**src/rtl/opaddr_pkg.sv**
```systemverilog
package opaddr_pkg;

    typedef enum logic [2:0] {
        AM_LIT  = 3'd0,
        AM_REG  = 3'd1,
        AM_ABS  = 3'd2,
        AM_IND  = 3'd3,
        AM_OFS  = 3'd4,
        AM_PRE  = 3'd5,
        AM_POST = 3'd6,
        AM_RSVD = 3'd7
    } amode_e;

    typedef enum logic [1:0] {
        ST_IDLE,
        ST_CALC,
        ST_READ,
        ST_DONE
    } seq_e;

    typedef struct packed {
        logic is_value;
        logic from_reg;
        logic add_before;
        logic mem_read;
        logic add_after;
        logic bad;
    } plan_t;

endpackage

```
**src/rtl/opaddr_decode.sv**
```systemverilog
module opaddr_decode
    import opaddr_pkg::*;
(
    input  amode_e mode,
    output plan_t  plan
);

    always_comb begin
        plan = '0;
        unique case (mode)
            AM_LIT:  plan.is_value   = 1'b1;
            AM_REG: begin
                plan.is_value = 1'b1;
                plan.from_reg = 1'b1;
            end
            AM_ABS:  plan.add_before = 1'b0;
            AM_IND:  plan.mem_read   = 1'b1;
            AM_OFS:  plan.add_before = 1'b1;
            AM_PRE: begin
                plan.add_before = 1'b1;
                plan.mem_read   = 1'b1;
            end
            AM_POST: begin
                plan.mem_read  = 1'b1;
                plan.add_after = 1'b1;
            end
            AM_RSVD: plan.bad = 1'b1;
            default: plan.bad = 1'b1;
        endcase
    end


    plan_excl_chk: assert final (!(plan.bad && (plan.mem_read || plan.is_value)));

endmodule

```
**src/rtl/opaddr_idx_add.sv**
```systemverilog
module opaddr_idx_add #(
    parameter int W = 32
) (
    input  logic [W-1:0] base,
    input  logic [W-1:0] ofs,
    input  logic         en,
    output logic [W-1:0] sum
);

    logic [W-1:0] ofs_gated;

    always_comb begin
        ofs_gated = en ? ofs : '0;
        sum       = base + ofs_gated;
    end

endmodule

```
**src/rtl/opaddr_gen.sv**
```systemverilog
module opaddr_gen
    import opaddr_pkg::*;
#(
    parameter int DATA_W  = 32,
    parameter int REG_AW  = 3,
    parameter int IDX_LSB = 8
) (
    input  logic              clk,
    input  logic              rst_n,
    input  logic              instr_valid,
    output logic              instr_ready,
    input  logic [DATA_W-1:0] instr_word0,
    input  logic [DATA_W-1:0] instr_word1,
    output logic [REG_AW-1:0] reg_sel,
    input  logic [DATA_W-1:0] reg_rdata,
    output logic              mem_rd_req,
    output logic [DATA_W-1:0] mem_addr,
    input  logic              mem_ready,
    input  logic [DATA_W-1:0] mem_rdata,
    output logic              done,
    output logic [DATA_W-1:0] result,
    output logic              result_is_value,
    output logic              illegal
);

    localparam int MODE_W = 3;

    typedef struct packed {
        seq_e              st;
        amode_e            mode;
        logic [REG_AW-1:0] ix;
        logic [DATA_W-1:0] opf;
        logic [DATA_W-1:0] mar;
        logic [DATA_W-1:0] idx;
        logic              post;
        logic [DATA_W-1:0] res;
        logic              isval;
        logic              bad;
    } state_t;

    state_t s_d, s_q;
    plan_t  plan;
    logic [DATA_W-1:0] pre_sum;
    logic [DATA_W-1:0] post_sum;

    opaddr_decode u_decode (
        .mode (s_q.mode),
        .plan (plan)
    );

    opaddr_idx_add #(.W(DATA_W)) u_pre_add (
        .base (s_q.opf),
        .ofs  (reg_rdata),
        .en   (plan.add_before),
        .sum  (pre_sum)
    );

    opaddr_idx_add #(.W(DATA_W)) u_post_add (
        .base (mem_rdata),
        .ofs  (s_q.idx),
        .en   (s_q.post),
        .sum  (post_sum)
    );

    always_comb begin
        reg_sel = plan.from_reg ? s_q.opf[REG_AW-1:0] : s_q.ix;
    end

    always_comb begin
        s_d = s_q;
        unique case (s_q.st)
            ST_IDLE: begin
                if (instr_valid) begin
                    s_d.mode  = amode_e'(instr_word0[MODE_W-1:0]);
                    s_d.ix    = instr_word0[IDX_LSB +: REG_AW];
                    s_d.opf   = instr_word1;
                    s_d.bad   = 1'b0;
                    s_d.isval = 1'b0;
                    s_d.post  = 1'b0;
                    s_d.st    = ST_CALC;
                end
            end
            ST_CALC: begin
                if (plan.bad) begin
                    s_d.bad = 1'b1;
                    s_d.st  = ST_DONE;
                end else if (plan.mem_read) begin
                    s_d.mar  = pre_sum;
                    s_d.idx  = reg_rdata;
                    s_d.post = plan.add_after;
                    s_d.st   = ST_READ;
                end else begin
                    s_d.res   = plan.from_reg ? reg_rdata : pre_sum;
                    s_d.isval = plan.is_value;
                    s_d.st    = ST_DONE;
                end
            end
            ST_READ: begin
                if (mem_ready) begin
                    s_d.res = post_sum;
                    s_d.st  = ST_DONE;
                end
            end
            ST_DONE: s_d.st = ST_IDLE;
            default: s_d.st = ST_IDLE;
        endcase
    end

    always_ff @(posedge clk or negedge rst_n) begin
        if (!rst_n) begin
            s_q <= '{st: ST_IDLE, mode: AM_LIT, default: '0};
        end else begin
            s_q <= s_d;
        end
    end

    always_comb begin
        instr_ready     = (s_q.st == ST_IDLE);
        mem_rd_req      = (s_q.st == ST_READ);
        mem_addr        = s_q.mar;
        done            = (s_q.st == ST_DONE);
        result          = s_q.res;
        result_is_value = s_q.isval;
        illegal         = done && s_q.bad;
    end


    read_hold_chk: assert property (@(posedge clk) disable iff (!rst_n)
        (mem_rd_req && !mem_ready) |=> (mem_rd_req && $stable(mem_addr)));


    read_finish_chk: assert property (@(posedge clk) disable iff (!rst_n)
        (mem_rd_req && mem_ready) |=> (done && !mem_rd_req));


    done_pulse_chk: assert property (@(posedge clk) disable iff (!rst_n)
        done |=> (!done && instr_ready));


    idle_quiet_chk: assert property (@(posedge clk) disable iff (!rst_n)
        instr_ready |-> (!mem_rd_req && !done));


    illegal_noread_chk: assert property (@(posedge clk) disable iff (!rst_n)
        illegal |-> (done && !$past(mem_rd_req)));


    value_noread_chk: assert property (@(posedge clk) disable iff (!rst_n)
        (done && result_is_value) |-> !$past(mem_rd_req));

endmodule

```
**config.mk**
```make
export PLATFORM = sky130hd
export DESIGN_NAME = opaddr_gen
export DESIGN_NICKNAME = d
export VERILOG_FILES = /design/src/rtl/opaddr_pkg.sv /design/src/rtl/opaddr_decode.sv /design/src/rtl/opaddr_idx_add.sv /design/src/rtl/opaddr_gen.sv
export SDC_FILE = /design/constraint.sdc
export NUM_CORES = 1
export LEC_CHECK = 0
export BUFFER_PORTS_ARGS = -buffer_cell sky130_fd_sc_hd__buf_4
export CAP_MARGIN = 30
export CORE_ASPECT_RATIO = 1.1
export CORE_MARGIN = 2
export CORE_UTILIZATION = 50
export DETAILED_ROUTE_END_ITERATION = 6
export HOLD_SLACK_MARGIN = 0.05
export PLACE_DENSITY = 0.73
export SYNTH_ARGS = -nofsm -noshare
export SYNTH_HDL_FRONTEND = slang
export SYNTH_HIERARCHICAL = 1
export SYNTH_SLANG_ARGS = --single-unit
```
**constraint.sdc**
```tcl
create_clock -name clk -period 4.6 [get_ports clk]
set_input_delay 0.46 -clock clk [delete_from_list [all_inputs] [get_ports clk]]
set_output_delay 0.46 -clock clk [all_outputs]
set_load 0.05 [all_outputs]
```
After elaboration in Yosys (flattened, before gate mapping)
Cells that the tools add are included.
{ "op_classes": {"add_sub_neg": 2, "n_eq_ne": 15, "mux": 25, "n_bitwise": 1, "reduce_logical": 15} }
{ "ops": {"columns": ["op", "n"], "rows": [
  ["$mux 32", 4],
  ["$add 32x32->32", 2],
  ["$pmux 32 s2", 1],
  ["$mux 40", 1],
  ["$mux 34", 1],
  ["$mux 33", 1],
  ["$eq 3x3->1 const B", 4],
  ["$reduce_and 4->1", 3],
  ["$mux 1", 10],
  ["$ne 2x2->1 const B", 5],
  ["$pmux 2 s4", 1],
  ["$mux 2", 3],
  ["$reduce_and 3->1", 2],
  ["$eq 2x2->1 const B", 2],
  ["$pmux 2 s2", 1],
  ["$reduce_and 2->1", 2],
  ["$reduce_bool 2->1", 2],
  ["$reduce_or 2->1", 2],
  ["$eq 3x1->1 const B", 1],
  ["$eq 3x2->1 const B", 1],
  ["$logic_not 3->1", 1],
  ["$mux 3", 1],
  ["$reduce_or 3->1", 1],
  ["$eq 2x1->1 const B", 1],
  ["5 further kinds", 5]
]} }
{ "totals": {"ff_bits": 139, "inputBits": 132, "out_inout_bits": 72, "wordCells": 68} }

Logic depth before layout (Yosys ltp)
{ "logic_depth": {"ltp_word": 9, "ltp_mapped": 15, "mapped_depth_nobuf": 14} }

Modules after synthesis
The synthesis kept the hierarchy.
{ "modules_own_cells": {"columns": ["module", "instances", "cells_each", "area_per_inst_um2"], "rows": [
  ["opaddr_gen", 1, 495, 6516.2],
  ["opaddr_idx_add at u_post_add", 1, 280, 1980.6],
  ["opaddr_idx_add at u_pre_add", 1, 290, 1973.1],
  ["opaddr_decode", 1, 9, 52.6]
]} }

Worst setup path before layout
No wires, ideal clock.
{ "synth_timing": {"path_kind": "register -> register", "startpoint": "register s_q[135] (netlist bit)", "endpoint": "register s_q, in the netlist result[28]", "setup_time_ns": 0.125, "t_arrival_ns": 3.463, "path_slack_ns": 1.012, "stages_incl_launch_ff": 15, "n_path_buf": 0, "period_less_slack_ns": 3.588, "cell_sequence": "dfrtp_1 > and2b_2 > and2_1 > ha_1 > fa_1 > a21o_1 > a221oi_2 > a211oi_2 > a21oi_2 > o221ai_2 > and4_1 > or3_1 > mux2i_1 > o21ai_0 > mux2_2"} }
{ "synth_lines": {"columns": ["element", "line", "text"], "rows": [
  ["start, declared", "opaddr_gen.sv:41", "state_t s_d, s_q;"],
  ["start signal, assigned", "opaddr_gen.sv:111", "s_q <= '{st: ST_IDLE, mode: AM_LIT, default: '0};"],
  ["start signal, assigned", "opaddr_gen.sv:113", "s_q <= s_d;"]
]} }

==> impl_metrics.xml <==
<?xml version="1.0" encoding="UTF-8"?>
<metrics>
  <group name="critical_path">
    <metric name="slowest_cell_on_the_critical_path" unit="">a2111oi_1</metric>
    <metric name="timing.critical_path.to_type" unit="">flip-flop</metric>
    <metric name="critical_path.cell_chain" unit="">and2b_2 &gt; and2_1 &gt; ha_1 &gt; fa_1 &gt; a21o_1 &gt; a221oi_2 &gt; a211oi_2 &gt; a21oi_1 &gt; o221ai_1 &gt; and3_1 &gt; a2111oi_1 &gt; mux2i_1 &gt; o21ai_0 &gt; mux2_2</metric>
    <metric name="cp-start-kind" unit="">flip-flop</metric>
    <metric name="critPathKind" unit="">flip-flop to flip-flop</metric>
    <metric name="critical_path_peak_fanout" unit="">9</metric>
    <metric name="cpPeakStageDelay" unit="ps">560</metric>
    <metric name="critical_path_arrival" unit="ps">4700</metric>
    <metric name="required" unit="ps">4960</metric>
  </group>
  <group name="placement">
    <metric name="dp_cells" unit="">1412</metric>
    <metric name="io_port_bufs" unit="">177</metric>
    <metric name="place_area" unit="mm²">0.0116</metric>
    <metric name="post-place-ws" unit="ps">382</metric>
    <metric name="dp_hpwl" unit="µm">21600</metric>
    <metric name="finalWeightedCongestion" unit="">0.971</metric>
  </group>
  <group name="routing">
    <metric name="first_iter_violations" unit="">628</metric>
    <metric name="viasPerCell" unit="">5.80</metric>
    <metric name="wl_per_cell" unit="µm">19.4</metric>
    <metric name="routed-via-count" unit="">8381</metric>
    <metric name="ant_nets" unit="">0</metric>
    <metric name="detail_route.first_pass.iterations" unit="">7</metric>
    <metric name="drc_errors" unit="">3</metric>
    <metric name="detail_route.wirelength" unit="µm">28000</metric>
  </group>
  <group name="logic_synthesis">
    <metric name="yosys.cell_types.count" unit="">76</metric>
    <metric name="ys_warn_count" unit="">6</metric>
    <metric name="synth_area_leaders" unit="">dfrtp_1 33%, mux2_2 15%, ha_1 8.1%</metric>
    <metric name="synth.largest_area_cell" unit="">dfrtp_1</metric>
    <metric name="sequential_cell_area_fraction_in_the_yosys_report" unit="">0.331</metric>
    <metric name="synth_top_cell_area_share" unit="">0.331</metric>
    <metric name="proportion_of_register_bits_with_asynchronous_set_or_reset_after_synthesis" unit="">1.00</metric>
    <metric name="postSynthCellCount" unit="">1074</metric>
    <metric name="yosys_register_bits" unit="">139</metric>
    <metric name="synth_enable_flop_cells" unit="">0</metric>
    <metric name="postSynth.topFlopCell" unit="">dfrtp_1</metric>
    <metric name="synthesis.area" unit="mm²">0.0105</metric>
    <metric name="synthesis.area_per_instance" unit="µm²">9.80</metric>
    <metric name="synth_nets" unit="">1276</metric>
  </group>
  <group name="sta">
    <metric name="fin_worst_setup_slack" unit="ps">261</metric>
    <metric name="clock_skew" unit="ps">7.84</metric>
    <metric name="grt_setup_unrepaired" unit="">false</metric>
    <metric name="worst_pin_slew" unit="ps">911</metric>
    <metric name="max_freq" unit="GHz">0.230</metric>
    <metric name="timing.final.max_slew_violations" unit="">0</metric>
    <metric name="final.setup.tns" unit="ps">0</metric>
    <metric name="max_slew_margin" unit="">0.391</metric>
    <metric name="timing.final.crit_share" unit="">0.943</metric>
    <metric name="hold_ws" unit="ps">264</metric>
    <metric name="time_the_worst_path_needs_with_i_o_delays_and_setup" unit="ps">4340</metric>
    <metric name="hold_viol" unit="">0</metric>
    <metric name="finalSetupViolations" unit="">0</metric>
  </group>
  <group name="floorplanning">
    <metric name="initial_utilization" unit="">0.510</metric>
    <metric name="die_y" unit="µm">156</metric>
    <metric name="placeable_core_region" unit="mm²">0.0206</metric>
    <metric name="die_width" unit="µm">142</metric>
    <metric name="top_level_port_count" unit="">204</metric>
    <metric name="die_area" unit="mm²">0.0222</metric>
    <metric name="std_cell_rows" unit="">55</metric>
  </group>
  <group name="grt">
    <metric name="grt_pass1_vias" unit="">8255</metric>
    <metric name="global_route_congestion_overflow_total" unit="">0</metric>
    <metric name="grt_antenna_before_repair" unit="">0</metric>
    <metric name="grt_pass1_wl" unit="µm">44000</metric>
    <metric name="pin_count_of_the_biggest_net_entering_global_routing" unit="">68</metric>
    <metric name="grt_usage" unit="">0.256</metric>
  </group>
  <group name="worst_hold_path">
    <metric name="worstHoldPathType" unit="">input port to flip-flop</metric>
  </group>
  <group name="layout">
    <metric name="drive_gt1_frac" unit="">0.322</metric>
    <metric name="instances_no_fill" unit="">1445</metric>
    <metric name="layout_common_cells" unit="">186 x buf_4, 139 x dfrtp_1, 138 x mux2_2</metric>
    <metric name="antenna_cells" unit="">0</metric>
    <metric name="mostFrequentLayoutCell" unit="">buf_4</metric>
    <metric name="fillers" unit="">1782</metric>
    <metric name="finish.instance_area" unit="mm²">0.0123</metric>
    <metric name="syn_to_final_growth" unit="%">17.0</metric>
    <metric name="design.final.nets" unit="">1378</metric>
  </group>
  <group name="clocking">
    <metric name="clock_latency" unit="ps">420</metric>
    <metric name="postCtsResizedCells" unit="">0</metric>
    <metric name="clock_transition_at_the_registers_of_the_reported_paths" unit="ps">60</metric>
    <metric name="clock_root_buffer_master" unit="">clkbuf_16</metric>
    <metric name="h-tree-depth" unit="">4</metric>
    <metric name="cts.sink_count" unit="">139</metric>
    <metric name="ctsLongestPathBuffers" unit="">2</metric>
    <metric name="tritoncts.num_buffers" unit="">17</metric>
    <metric name="cts_tree" unit="">done</metric>
  </group>
  <group name="outcome">
    <metric name="violations" unit="">design-rule violations</metric>
    <metric name="outcome" unit="">finished, violations left</metric>
  </group>
  <group name="power">
    <metric name="p_leak" unit="nW">5.75</metric>
    <metric name="ir_drop" unit="mV">0.560</metric>
    <metric name="power.density_cell_area" unit="mW/mm²">831</metric>
  </group>
  <group name="run">
    <metric name="drv.max_cap_violation_count" unit="">0</metric>
  </group>
</metrics>
per-layer routing:
layer  GRT usage  vias up  wire length (µm)
li1            -     4003                 -
met2       0.401      254             12900
met5           0        -                 0
met1       0.361     4073             12800
met4      0.0919        0               816
met3      0.0411       51              1500
Yosys cell counts, types with 3 or more instances:
library cell	n
a2111oi_0	3
a211oi_1	9
a21o_1	29
a21oi_1	72
a22o_1	6
a31oi_1	9
and2_1	66
and3_1	10
buf_2	13
buf_4	68
buf_6	4
clkbuf_1	21
dfrtp_1	139
ha_1	68
inv_1	16
mux2_2	138
mux2i_1	33
nand2_1	74
nand2b_1	3
nand3_1	17
nand4_1	8
nor2_1	42
nor2b_1	8
nor3_1	15
o211a_1	3
o211ai_1	4
o21a_1	11
o21ai_0	56
o21ai_1	11
o21bai_1	11
xnor2_1	31
xor2_1	22
flip-flops by register name (all words and copies together), names as in the netlist:
register         cells
mem_addr            32
result              32
result_is_value      1
s_q                 74
path summary, 6_finish.rpt:
check / start / to / slack (ps) / cells past startpoint
worst min register to register: s_q[54] / s_q[54] / 500 / 1
worst max-delay path: s_q[135] / result[30] / 260 / 14
worst max register to register: s_q[135] / result[30] / 260 / 14
worst min-delay path: instr_word0[0] / s_q[134] / 260 / 2
min in group asynchronous: rst_n / s_q[105] / 560 / 2
max in group asynchronous: rst_n / result[28] / 2960 / 3
power by group:
part	internal, mW	switching, mW
Combinational	2.51	3.73
Sequential	1.87	0.419
Clock	1.13	0.561
Total	5.52	4.71
what timing repair did:
action / 4_1_cts / 5_1_grt
buffers inserted: 0 / 0
hold buffers: 1 / 0
endpoints found under the hold margin: 57 / 0
critical path: cells and delay by family (launching register included):
kind	cells	cell delay, ps
adder cells (fa/ha/maj)	2	660
AO/OA/AOI/OAI	7	2100
AND/OR/NAND/NOR	3	720
flip-flops	1	440
multiplexers	2	320
logic make-up after synthesis:
logic type      after synthesis  synth area share
compound gates              254             0.157
xor+xnor                     53            0.0441
fa+ha+maj                    70            0.0847
buf+inv                     124            0.0750
flops                       139             0.331
mux                         171             0.179
simple gates                263             0.129
area by class of cell:
cell class	instances	area, µm²	area share
clock buffers	17	425	0.0346
clock inverters	15	292	0.0237
inverters	17	77.6	0.00630
multi-input cells	811	6260	0.508
flip-flops and latches	139	3480	0.283
well taps	256	320	0.0260
repair buffers	190	1460	0.118
metrics by stage:
step | utilization | total power, mW
floorplan | - | 7.22
global placement | 0.560 | 8.36
detailed placement | 0.561 | 8.48
CTS | 0.596 | 10.2
global route | 0.596 | 10.9
finish | 0.596 | 10.2
No activity file was read; power rests on OpenSTA's default activity.
